$ cat config.mk
export PLATFORM = sky130hd
export DESIGN_NAME = serial_rx_unit
export DESIGN_NICKNAME = d
export VERILOG_FILES = /design/src/rtl/serial_rx_pkg.sv /design/src/rtl/rx_framer.sv /design/src/rtl/rx_fifo.sv /design/src/rtl/rx_rts_ctrl.sv /design/src/rtl/serial_rx_unit.sv
export SDC_FILE = /design/constraint.sdc
export NUM_CORES = 1
export LEC_CHECK = 0
export BUFFER_PORTS_ARGS = -buffer_cell sky130_fd_sc_hd__buf_2
export CAP_MARGIN = 30
export CORE_AREA = 2 2 260 198
export CTS_CLUSTER_DIAMETER = 80
export DETAILED_ROUTE_END_ITERATION = 8
export DIE_AREA = 0 0 262 200
export PLACE_DENSITY = 0.83
export SYNTH_ARGS = -nofsm -noshare
export SYNTH_HDL_FRONTEND = slang
export SYNTH_SLANG_ARGS = --single-unit
$ cat constraint.sdc
create_clock -name clk -period 12.3 [get_ports clk]
set_input_delay 0.615 -clock clk [delete_from_list [all_inputs] [get_ports clk]]
set_output_delay 0.615 -clock clk [all_outputs]
set_load 0.05 [all_outputs]
$ cat src/rtl/serial_rx_pkg.sv
package serial_rx_pkg;
  typedef struct packed {
    logic       brk;
    logic       fe;
    logic       pe;
    logic [7:0] data;
  } rx_char_t;

  typedef enum logic [2:0] {
    ST_IDLE,
    ST_START,
    ST_DATA,
    ST_PAR,
    ST_STOP,
    ST_HOLD
  } rx_state_e;
endpackage

$ cat src/rtl/rx_framer.sv
module rx_framer
  import serial_rx_pkg::*;
#(
  parameter int OSR = 16
) (
  input  logic     clk,
  input  logic     rst_n,
  input  logic     tick,
  input  logic     rx_s,
  input  logic [1:0] len_code,
  input  logic     par_en,
  input  logic     par_odd,
  output logic     push,
  output rx_char_t push_char
);
  localparam int CW = $clog2(OSR);
  localparam logic [CW-1:0] MID  = CW'(OSR/2 - 1);
  localparam logic [CW-1:0] LAST = CW'(OSR - 1);

  rx_state_e     state_q, state_d;
  logic [CW-1:0] cnt_q, cnt_d;
  logic [2:0]    bit_q, bit_d;
  logic [7:0]    shreg_q, shreg_d;
  logic          zero_q, zero_d;
  logic          par_q, par_d;
  logic [2:0]    last_bit;

  assign last_bit = {1'b0, len_code} + 3'd4;

  always_comb begin
    state_d   = state_q;
    cnt_d     = cnt_q;
    bit_d     = bit_q;
    shreg_d   = shreg_q;
    zero_d    = zero_q;
    par_d     = par_q;
    push      = 1'b0;
    push_char = '0;
    if (tick) begin
      case (state_q)
        ST_IDLE: begin
          if (!rx_s) begin
            state_d = ST_START;
            cnt_d   = '0;
          end
        end
        ST_START: begin
          if (cnt_q == MID) begin
            if (!rx_s) begin
              state_d = ST_DATA;
              cnt_d   = '0;
              bit_d   = '0;
              shreg_d = '0;
              zero_d  = 1'b1;
            end else begin
              state_d = ST_IDLE;
            end
          end else begin
            cnt_d = cnt_q + 1'b1;
          end
        end
        ST_DATA: begin
          if (cnt_q == LAST) begin
            cnt_d          = '0;
            shreg_d[bit_q] = rx_s;
            zero_d         = zero_q & ~rx_s;
            if (bit_q == last_bit) state_d = par_en ? ST_PAR : ST_STOP;
            else                   bit_d   = bit_q + 1'b1;
          end else begin
            cnt_d = cnt_q + 1'b1;
          end
        end
        ST_PAR: begin
          if (cnt_q == LAST) begin
            cnt_d   = '0;
            par_d   = rx_s;
            zero_d  = zero_q & ~rx_s;
            state_d = ST_STOP;
          end else begin
            cnt_d = cnt_q + 1'b1;
          end
        end
        ST_STOP: begin
          if (cnt_q == LAST) begin
            cnt_d = '0;
            push  = 1'b1;
            if (!rx_s && zero_q) begin
              push_char.brk = 1'b1;
              state_d       = ST_HOLD;
            end else begin
              push_char.data = shreg_q;
              push_char.fe   = ~rx_s;
              push_char.pe   = par_en & ((^shreg_q ^ par_q) != par_odd);
              state_d        = ST_IDLE;
            end
          end else begin
            cnt_d = cnt_q + 1'b1;
          end
        end
        ST_HOLD: begin
          if (rx_s) state_d = ST_IDLE;
        end
        default: state_d = ST_IDLE;
      endcase
    end
  end

  always_ff @(posedge clk or negedge rst_n) begin
    if (!rst_n) begin
      state_q <= ST_IDLE;
      cnt_q   <= '0;
      bit_q   <= '0;
      shreg_q <= '0;
      zero_q  <= 1'b0;
      par_q   <= 1'b0;
    end else begin
      state_q <= state_d;
      cnt_q   <= cnt_d;
      bit_q   <= bit_d;
      shreg_q <= shreg_d;
      zero_q  <= zero_d;
      par_q   <= par_d;
    end
  end


  single_push_chk: assert property (@(posedge clk) disable iff (!rst_n)
    push |=> !push);


  break_hold_chk: assert property (@(posedge clk) disable iff (!rst_n)
    (state_q == ST_HOLD && !rx_s) |=> (state_q == ST_HOLD && !push));
endmodule

$ cat src/rtl/rx_fifo.sv
module rx_fifo
  import serial_rx_pkg::*;
#(
  parameter int DEPTH = 64,
  localparam int AW = $clog2(DEPTH)
) (
  input  logic     clk,
  input  logic     rst_n,
  input  logic     single,
  input  logic     wr,
  input  rx_char_t wdata,
  input  logic     rd,
  output rx_char_t rdata,
  output logic [AW:0] count,
  output logic     avail,
  output logic     ovr
);
  rx_char_t      mem_q [DEPTH];
  logic [AW-1:0] wp_q, wp_d, rp_q, rp_d;
  logic [AW:0]   cnt_q, cnt_d;
  logic          ovr_q, ovr_d;
  logic          full, accept, pop;

  assign full   = single ? (cnt_q != '0) : (cnt_q == (AW+1)'(DEPTH));
  assign accept = wr & ~full;
  assign pop    = rd & (cnt_q != '0);

  always_comb begin
    wp_d  = accept ? wp_q + 1'b1 : wp_q;
    rp_d  = pop ? rp_q + 1'b1 : rp_q;
    cnt_d = cnt_q + (AW+1)'(accept) - (AW+1)'(pop);
    ovr_d = wr & full;
  end

  always_ff @(posedge clk) begin
    if (accept) mem_q[wp_q] <= wdata;
  end

  always_ff @(posedge clk or negedge rst_n) begin
    if (!rst_n) begin
      wp_q  <= '0;
      rp_q  <= '0;
      cnt_q <= '0;
      ovr_q <= 1'b0;
    end else begin
      wp_q  <= wp_d;
      rp_q  <= rp_d;
      cnt_q <= cnt_d;
      ovr_q <= ovr_d;
    end
  end

  assign rdata = mem_q[rp_q];
  assign count = cnt_q;
  assign avail = (cnt_q != '0);
  assign ovr   = ovr_q;


  level_bound_chk: assert property (@(posedge clk) disable iff (!rst_n)
    count <= (AW+1)'(DEPTH));


  drop_keeps_level_chk: assert property (@(posedge clk) disable iff (!rst_n)
    (wr && full && !rd) |=> ($stable(count) && ovr));
endmodule

$ cat src/rtl/rx_rts_ctrl.sv
module rx_rts_ctrl #(
  parameter int DEPTH  = 64,
  parameter int OFF_AT = 60,
  parameter int ON_BELOW = 56,
  localparam int AW = $clog2(DEPTH)
) (
  input  logic        clk,
  input  logic        rst_n,
  input  logic [AW:0] level,
  input  logic        auto_en,
  output logic        rts
);
  logic hold_q, hold_d;

  always_comb begin
    hold_d = hold_q;
    if (level >= (AW+1)'(OFF_AT))        hold_d = 1'b0;
    else if (level < (AW+1)'(ON_BELOW))  hold_d = 1'b1;
  end

  always_ff @(posedge clk or negedge rst_n) begin
    if (!rst_n) hold_q <= 1'b1;
    else        hold_q <= hold_d;
  end

  assign rts = ~auto_en | hold_q;


  rts_drop_chk: assert property (@(posedge clk) disable iff (!rst_n)
    (auto_en && level >= (AW+1)'(OFF_AT)) |=> (!rts || !auto_en));


  rts_rise_chk: assert property (@(posedge clk) disable iff (!rst_n)
    (level < (AW+1)'(ON_BELOW)) |=> rts);
endmodule

$ cat src/rtl/serial_rx_unit.sv
module serial_rx_unit
  import serial_rx_pkg::*;
#(
  parameter int OSR      = 16,
  parameter int DEPTH    = 64,
  parameter int RTS_OFF  = 60,
  parameter int RTS_ON   = 56,
  localparam int AW = $clog2(DEPTH)
) (
  input  logic        clk,
  input  logic        rst_n,
  input  logic        tick16,
  input  logic        rx_in,
  input  logic [1:0]  len_sel,
  input  logic        parity_on,
  input  logic        parity_odd,
  input  logic        fifo_on,
  input  logic        auto_rts,
  input  logic        rd_en,
  output logic [7:0]  rd_data,
  output logic        rd_break,
  output logic        rd_frame_err,
  output logic        rd_parity_err,
  output logic        rx_avail,
  output logic [AW:0] fifo_level,
  output logic        overrun,
  output logic        rts
);
  logic     sync1_q, sync2_q;
  logic     push;
  rx_char_t push_char, head;

  always_ff @(posedge clk or negedge rst_n) begin
    if (!rst_n) begin
      sync1_q <= 1'b1;
      sync2_q <= 1'b1;
    end else begin
      sync1_q <= rx_in;
      sync2_q <= sync1_q;
    end
  end

  rx_framer #(.OSR(OSR)) u_framer (
    .clk      (clk),
    .rst_n    (rst_n),
    .tick     (tick16),
    .rx_s     (sync2_q),
    .len_code (len_sel),
    .par_en   (parity_on),
    .par_odd  (parity_odd),
    .push     (push),
    .push_char(push_char)
  );

  rx_fifo #(.DEPTH(DEPTH)) u_fifo (
    .clk   (clk),
    .rst_n (rst_n),
    .single(~fifo_on),
    .wr    (push),
    .wdata (push_char),
    .rd    (rd_en),
    .rdata (head),
    .count (fifo_level),
    .avail (rx_avail),
    .ovr   (overrun)
  );

  rx_rts_ctrl #(.DEPTH(DEPTH), .OFF_AT(RTS_OFF), .ON_BELOW(RTS_ON)) u_rts (
    .clk    (clk),
    .rst_n  (rst_n),
    .level  (fifo_level),
    .auto_en(auto_rts),
    .rts    (rts)
  );

  assign rd_data       = head.data;
  assign rd_break      = head.brk;
  assign rd_frame_err  = head.fe;
  assign rd_parity_err = head.pe;
endmodule

# --- Word level (Yosys, flattened, before mapping) ---
# Memory sizes are Yosys's and may differ from the RTL's.
# Index checks and enable logic that the tools add are counted.
totals:
  regBits: 43
  latch_bits: 0
  ramBits: 704
  romBits: 0
  inputBits: 11
  output_inout_bits: 21
  elab_cells: 117
  memories: 1
op_classes:
  n_addsub: 7
  n_mul: 0
  div: 0
  n_lt_le_gt_ge: 4
  eq_ne: 20
  n_shift: 0
  mux: 44
  bitwise_logic: 10
  reduce_logical: 18
mem_list:
  columns: ["memory", "words", "word_bits", "rd", "rd_clocked_by_memory_dff", "write_ports", "line_no", "source"]
  rows:
  - ["u_fifo.mem_q", 64, 11, 1, 0, 1, "rx_fifo.sv:18", "rx_char_t mem_q [DEPTH];"]
ops:
  columns: ["op", "count"]
  rows:
  - ["two-way mux 3 bit", 13]
  - ["two-way mux 11 bit", 3]
  - ["two-way mux 8 bit", 3]
  - ["one-hot mux 3 bit (6 select lines)", 1]
  - ["one-hot mux 8 bit (2 select lines)", 1]
  - ["two-way mux 1 bit", 13]
  - ["adder 6 x 1 -> 6 bit, second input constant", 2]
  - ["two-way mux 4 bit", 3]
  - ["inequality test 2 x 1 -> 1 bit, second input constant", 6]
  - ["one-hot mux 4 bit (3 select lines)", 1]
  - ["two-way mux 10 bit", 1]
  - ["AND reduction 5 bit", 2]
  - ["bitwise mux 8 bit", 1]
  - ["inequality test 2 bit, second input constant", 4]
  - ["AND reduction 8 bit", 1]
  - ["parity 8 bit", 1]
  - ["adder 7 x 1 -> 7 bit", 1]
  - ["== test 7 bit, second input constant", 1]
  - [">= comparator 7 x 6 -> 1 bit, second input constant", 1]
  - ["< comparator 7 x 6 -> 1 bit, second input constant", 1]
  - ["nonzero test 7 bit", 1]
  - ["subtractor 7 x 1 -> 7 bit", 1]
  - ["== test 3 x 2 -> 1 bit, second input constant", 2]
  - ["== test 3 bit, second input constant", 2]
  - ["other kinds (28)", 37]

# --- Depth between registers and ports, before layout ---
# Gate-level depths: netlist of run 1.
depth:
  ltp_word: 8
  depth_mapped: 17
  depth_no_buf: 16

# --- By module ---
# Synthesis of run 1 repeated with hierarchy kept, for this count alone.
hier_totals:
  hier_cells: 1644
  hier_area_um2: 29933.7
modules_own_cells:
  columns: ["mod", "instances", "cells_per_inst", "area_each_um2", "seq_area_each_um2"]
  rows:
  - ["rx_fifo", 1, 1472, 28389.7, 21640.8]
  - ["rx_framer", 1, 165, 1432.6, 500.5]
  - ["serial_rx_unit", 1, 3, 56.3, 52.6]
  - ["rx_rts_ctrl", 1, 4, 55.1, 26.3]

# --- Least setup slack after synthesis of run 1 ---
# Ideal clock, no wire load.
synth_timing:
  path_kind: "input to register"
  startpoint: "in tick16"
  endpoint: "mem u_fifo.mem_q[0][9] in the netlist's numbering (data pin)"
  setup_time_ps: 681
  t_arrival_ps: 3619
  required_time_ps: 11619
  setup_slack_ps: 8000
  stages: 5
  path_buffers: 2
  cell_sequence: "buf_2 and4_1 buf_2 nand2_1 nor3_1"
synth_lines:
  columns: ["item", "line_no", "source"]
  rows:
  - ["start: declaration", "serial_rx_unit.sv:12", "input logic tick16,"]
  - ["end: declaration", "rx_fifo.sv:18", null]

# --- Worst setup path in the final report of run 1 ---
layout_timing:
  startpoint: "reg u_fifo.rp_q[3]"
  endpoint: "out rd_data[6]"
layout_via:
  elab_chain_cells: 1
layout_rtl:
  columns: ["item", "line_no", "source"]
  rows:
  - ["start: declaration", "rx_fifo.sv:19", "logic [AW-1:0] wp_q, wp_d, rp_q, rp_d;"]
  - ["start signal: assignment", "rx_fifo.sv:47", "rp_q <= rp_d;"]
  - ["memory read (64 x 11 bit)", null, null]
  - ["end: declaration", "serial_rx_unit.sv:20", "output logic [7:0] rd_data,"]
# No other way between the ends.

==> flow_metrics.tcl, run 1 <==
set metrics [dict create \
    cpPeakStageDelay_ns 0.74 \
    synth_seq_area_share_pct 73.9 \
    hp-class "in -> async" \
    fp.dieW_um 262 \
    cts.path.max_buffers 3 \
    grt_pass1_wl_um 104000 \
    dpl-instance-area_mm2 0.0311 \
    num_vias 16500 \
    critical_path_class "reg -> out" \
    routed_wl_um 71400 \
    critPathLaunchType "register" \
    worstReg2RegStart "u_framer.state_q[2]" \
    critPathArrivalTime_ns 4.34 \
    skew_ns 0.0231 \
    io_buffer_count 31 \
    drt_iter0_markers 2987 \
    track_usage_pct 27.7 \
    gp_congestion 0.875 \
    drc 0 \
    fin_nets 1753 \
    period_share_pct 40.3 \
    first_pass_iters 6 \
    dpl.hpwl_um 42400 \
    numCtsBuffers 69 \
    core_mm2 0.0497 \
    final_common_cell "edfxtp_1" \
    max_slew_margin_pct 24.9 \
    cp-startpoint "u_fifo.rp_q[3]" \
    postSynthAreaPerCell_um2 18.5 \
    critPathMaxFanout 48 \
    slew_violations 0 \
    total_power_mw 6.65 \
    hold_viol_final 0 \
    h-tree-depth 3 \
    grt_overflow 0 \
    syn-cell-area_mm2 0.0301 \
    clkTransAtPathRegs_ns 0.06 \
    cts_setup_buffers 0 \
    syn-instance-count 1629 \
    seq_area_mm2 0.0222 \
    layout_common_cells "edfxtp_1, mux2i_1, nor2_1, mux4_2, clkbuf_16" \
    grt_max_degree 130 \
    yosysWarnings 0 \
    outcome "finished clean" \
    synth_nets 1658 \
    dp.cells 2302 \
    cts_tree "yes" \
    cap_violations 0 \
    cts_root_buf "clkbuf_16" \
    layout-drive-gt1-share_pct 18.6 \
    fin_crit_ns 4.95 \
    design_area_mm2 0.0333 \
    num_antenna_cells 0 \
    cts_hold_buf 0 \
    path_cells "buf_4 -> nor2b_2 -> nand2_1 -> o221ai_1 -> a21oi_1 -> a221oi_1 -> a21o_1 -> buf_2" \
    power_leakage_nw 11.4 \
    synth_ff_type "edfxtp_1" \
    grt_pass1_vias 15800 \
    ir_drop_v 0.000179 \
    clk_latency_ns 0.61 \
    rsz0062_at_grt "no" \
    final.setup.tns_ns 0 \
    synthArstFlopShare_pct 5.76 \
    area_growth_pct 10.7 \
    cp_slowest_cell "nand2_1" \
    dieArea_mm2 0.0524 \
    crit_family "compound AO/OA/AOI/OAI gates" \
    clock_sinks 747 \
    p_per_area_mw_per_mm2 200 \
    worst_slew_pin_slew_ns 1.13 \
    vias_per_cell 6.77 \
    cts_resized 0 \
    die_h_um 200 \
    fillCellCount 3068 \
    fmax_mhz 202 \
    path_buf_inv 2 \
    ant_nets 0 \
    endpoint_kind "primary output" \
    synth_cell_types 64 \
    antenna_found_initial 1 \
    finalSetupViolCount 0 \
    ys_ff_latch 747 \
    multiInputGateArea_mm2 0.00713 \
    final_cells 2432 \
    rows 71 \
    initial_utilization_pct 60.4 \
    final_core_util_pct 66.9 \
    wl_per_cell_um 29.4 \
    synth_edf_count 704 \
    required_ns 11.69 \
    pin_count 32 \
]
-- Yosys cell counts (4+ instances only) --
cell type | n | area share [%]
a21oi_1 | 26 | 0.43
buf_4 | 10 | 0.25
nor3_1 | 10 | 0.17
nand2b_1 | 4 | 0.083
mux4_1 | 9 | 0.79
buf_12 | 7 | 0.47
edfxtp_1 | 704 | 70
buf_6 | 12 | 0.45
inv_1 | 17 | 0.21
a221oi_1 | 44 | 1.3
a22oi_1 | 11 | 0.27
a31oi_1 | 4 | 0.083
clkbuf_1 | 42 | 0.52
xnor2_1 | 20 | 0.58
dfrtp_1 | 40 | 3.3
buf_2 | 16 | 0.27
a211oi_1 | 23 | 0.57
ha_1 | 17 | 0.71
a2111oi_2 | 5 | 0.25
buf_1 | 5 | 0.062
mux2i_1 | 172 | 5.7
nor2b_1 | 8 | 0.17
mux2_2 | 6 | 0.22
o31ai_1 | 5 | 0.12
o221ai_1 | 21 | 0.61
buf_8 | 4 | 0.20
mux4_2 | 82 | 6.1
nand3_1 | 13 | 0.22
nor2_1 | 90 | 1.1
nand2_1 | 41 | 0.51
o21a_1 | 15 | 0.37
o22ai_1 | 23 | 0.48
nand3b_1 | 4 | 0.10
o21ai_0 | 35 | 0.58
and2_1 | 11 | 0.23
o21ai_1 | 17 | 0.28
a21o_1 | 13 | 0.32
xor2_1 | 6 | 0.17
-- sequential cells by signal, indices dropped and copies added, names as in the netlist, 3 cells and up --
| name | count |
|---|---|
| u_fifo.mem_q | 704 |
| u_framer.shreg_q | 8 |
| u_fifo.count | 7 |
| u_fifo.rp_q | 6 |
| u_fifo.wp_q | 6 |
| u_framer.cnt_q | 4 |
| u_framer.bit_q | 3 |
| u_framer.state_q | 3 |
-- worst register-to-register path, stage by stage (launching register included) --
cell and delay [ns]:
dfrtp_1 0.58, nor3b_1 0.48, nand2_1 0.23, nor2b_1 0.59
and2_1 0.30, nand2_1 0.49, nor2_1 0.95
-- power by group --
part           internal (mW)  switching (mW)
Combinational          0.604            1.17
Sequential              2.78           0.100
Clock                   1.10           0.893
-- logic make-up after synthesis --
group	count (synthesis)	synth area share, %
adders and majority gates	18	0.774
buffers and inverters	114	2.44
xor gates and xnor gates	26	0.758
and+or+nand+nor	203	3.23
muxes	269	12.9
AOI/OAI and AO/OA	252	6.00
DFF	747	73.9
-- area by class of cell --
type,instances,share of cell area [%]
Sequential cell,747,66.8
Multi-Input combinational cell,768,21.4
Clock buffer,83,5.50
Timing Repair Buffer,120,2.97
Tap cell,657,2.47
Clock inverter,39,0.654
Inverter,18,0.203
-- through the flow --
stage / hold slack [ns] / setup WS (ns)
floorplan: 0.319 / 8.00
global placement: 0.345 / 8.18
detailed placement: 0.348 / 8.10
CTS: 0.0812 / 7.48
global route: 0.0925 / 7.23
finish: 0.108 / 7.35
-- routing by layer --
| metal | vias up | GRT usage [%] | wire, um |
|---|---|---|---|
| met1 | 8280 | 39.6 | 26800 |
| li1 | 6771 | - | - |
| met5 | - | 0 | 13 |
| met4 | 2 | 7.74 | 2000 |
| met2 | 1241 | 42.2 | 33100 |
| met3 | 167 | 8.22 | 9530 |
-- final timing paths --
path / endpoint / cells past startpoint / slack, ns
hold reg to reg: sync2_q / 0 / 0.36
setup reg to reg: u_fifo.mem_q[13][1] / 6 / 8.31
hold / removal: u_framer.shreg_q[4] / 2 / 0.11
setup / recovery: rd_data[6] / 8 / 7.35
min in group clk: sync1_q / 1 / 0.11
max in group asynchronous: u_fifo.rp_q[1] / 2 / 11.70
No activity file was read; power rests on OpenSTA's default activity.
==> inputs of run 2 (changes only) <==
- clock period: 12.3 -> 4.7 ns (I/O delays scaled with it)
==> run 2 against run 1 <==
  * Clock power grew to 2.8 times the previous value
  * First-iteration DRC count shrank 4.1%
  * Clock skew shrank 0.0028 ns
  * Clock-buffer cell count is the same
  * Via count grew 1.8%
  * Wire length grew 1.9%
  * Total power grew to 2.7 times the previous value
  * Register-to-register slack lost 7.3 ns
  * Critical endpoint is now rd_data[4]
  * Worst setup slack lost 7.0 ns
  * Hold slack gained 0.026 ns
  * Critical path depth shrank 2
==> flow_metrics.tcl, run 2 (synthesis results as in run 1) <==
set metrics [dict create \
    max_slew_margin_pct 27.6 \
    ant_nets 0 \
    seq_area_mm2 0.0222 \
    rsz0062_at_grt "no" \
    grt_pass1_wl_um 107000 \
    power_leakage_nw 11.5 \
    initial_utilization_pct 60.4 \
    skew_ns 0.0203 \
    area_growth_pct 11.0 \
    ir_drop_v 0.000370 \
    drc 0 \
    core_mm2 0.0497 \
    fp.dieW_um 262 \
    clk_latency_ns 0.62 \
    numCtsBuffers 70 \
    dpl.hpwl_um 43700 \
    worst_slew_pin_slew_ns 1.08 \
    num_vias 16800 \
    die_h_um 200 \
    slew_violations 0 \
    endpoint_kind "primary output" \
    regMostFlops "u_fifo.mem_q" \
    fillCellCount 3031 \
    cts.path.max_buffers 3 \
    h-tree-depth 3 \
    grt_max_degree 77 \
    fin_crit_ns 4.30 \
    multiInputGateArea_mm2 0.00713 \
    drt_iter0_markers 2864 \
    final.setup.tns_ns 0 \
    clock_sinks 747 \
    cts_resized 0 \
    critical_path_class "reg -> out" \
    worstReg2RegStart "u_framer.state_q[2]" \
    reg.largest.list "u_fifo.mem_q: 704 flops, u_framer.shreg_q: 8 flops, u_fifo.count: 7 flops" \
    fmax_mhz 232 \
    antenna_found_initial 2 \
    critPathMaxFanout 76 \
    hp-start "parity_on" \
    p_per_area_mw_per_mm2 531 \
    layout-drive-gt1-share_pct 18.8 \
    dieArea_mm2 0.0524 \
    period_share_pct 91.6 \
    pin_count 32 \
    fin_nets 1747 \
    critPathArrivalTime_ns 4.07 \
    cts_root_buf "clkbuf_16" \
    vias_per_cell 6.89 \
    grt_pass1_vias 15900 \
    hold_viol_final 0 \
    largest_reg_flops 704 \
    clkTransAtPathRegs_ns 0.07 \
    cap_violations 0 \
    first_pass_iters 8 \
    critPathLaunchType "register" \
    final_core_util_pct 67.1 \
    required_ns 4.47 \
    cts_tree "yes" \
    track_usage_pct 28.4 \
    finalSetupViolCount 0 \
    hp-class "in -> reg" \
    wl_per_cell_um 29.9 \
    io_buffer_count 31 \
    grt_overflow 0 \
    rows 71 \
    final_common_cell "edfxtp_1" \
    routed_wl_um 72800 \
    cp-startpoint "u_fifo.rp_q[0]" \
    layout_common_cells "edfxtp_1, mux2i_1, nor2_1, mux4_2, clkbuf_16" \
    gp_congestion 0.970 \
    num_antenna_cells 0 \
    outcome "finished clean" \
]
-- run 2: cell count changes in the layout (fill, tap and decap cells not counted), moves of 3 or more --
| cell | change |
|---|---|
| buf_4 | +5 |
| and2_2 | -4 |
| dlygate4sd3_1 | +4 |
| buf_6 | -17 |
| clkinv_1 | -6 |
| clkinv_2 | +5 |
| buf_16 | -3 |
| bufinv_16 | +3 |
| and2_4 | +4 |
| buf_12 | +4 |
| clkbuf_16 | +3 |
-- run 2: worst paths after layout --
kind	endpoint	slack [ns]	cells after the start
min reg2reg	sync2_q	0.35	0
min in group asynchronous	u_fifo.wp_q[2]	0.27	3
max	rd_data[4]	0.40	6
max reg2reg	u_fifo.mem_q[1][3]	1.00	7
min	u_framer.state_q[2]	0.13	5
max in group asynchronous	u_fifo.rp_q[1]	3.97	3
-- run 2: where the power goes --
group          internal [mW]  switching [mW]  leakage, nW  total, mW
combinational           1.57            2.96         3.18       4.54
sequential              7.28           0.338         7.18       7.61
clock                   3.15            2.43         1.10       5.58
-- run 2: layer usage --
metal	vias to the layer above	GRT usage [%]	routed length (um)	share of wire (%)
li1	6770	-	-	-
met1	8381	42.0	27800	38
met2	1397	41.1	32400	44
met3	207	8.72	10100	14
met4	4	8.87	2490	3.4
met5	-	0	23	0.032
-- run 2: through the flow --
stage | cell area [um2] | hold slack, ns | cells | setup slack (ns) | power [mW]
floorplan | 30100 | -0.0606 | 1629 | 0.582 | 11.1
global placement | 30900 | 0.340 | 2272 | 1.14 | 12.1
detailed placement | 30900 | 0.345 | 2280 | 1.07 | 12.2
CTS | 33200 | 0.112 | 2412 | 0.530 | 17.7
global route | 33400 | 0.142 | 2431 | 0.276 | 18.2
finish | 33400 | 0.133 | 2431 | 0.396 | 17.7
-- run 2: final cells by class --
type                            count  share of cell area [%]
Inverter                           18                   0.203
Clock inverter                     45                    1.05
Multi-Input combinational cell    768                    21.4
Sequential cell                   747                    66.6
Clock buffer                       83                    5.65
Timing Repair Buffer              113                    2.61
Tap cell                          657                    2.46
-- run 2: repair_timing --
| item | 4_1_cts | 5_1_grt |
|---|---|---|
| endpoints found under the hold margin | 44 | 0 |
| hold buffers | 4 | 0 |
| setup buffers | 0 | 0 |
-- run 2: critical path, cell delays in order, from the launching register on --
cell,delay (ns)
dfrtp_4,0.95
buf_12,0.53
mux4_2,0.60
o21ai_0,0.53
a22oi_1,0.20
a21o_1,0.27
buf_2,0.23
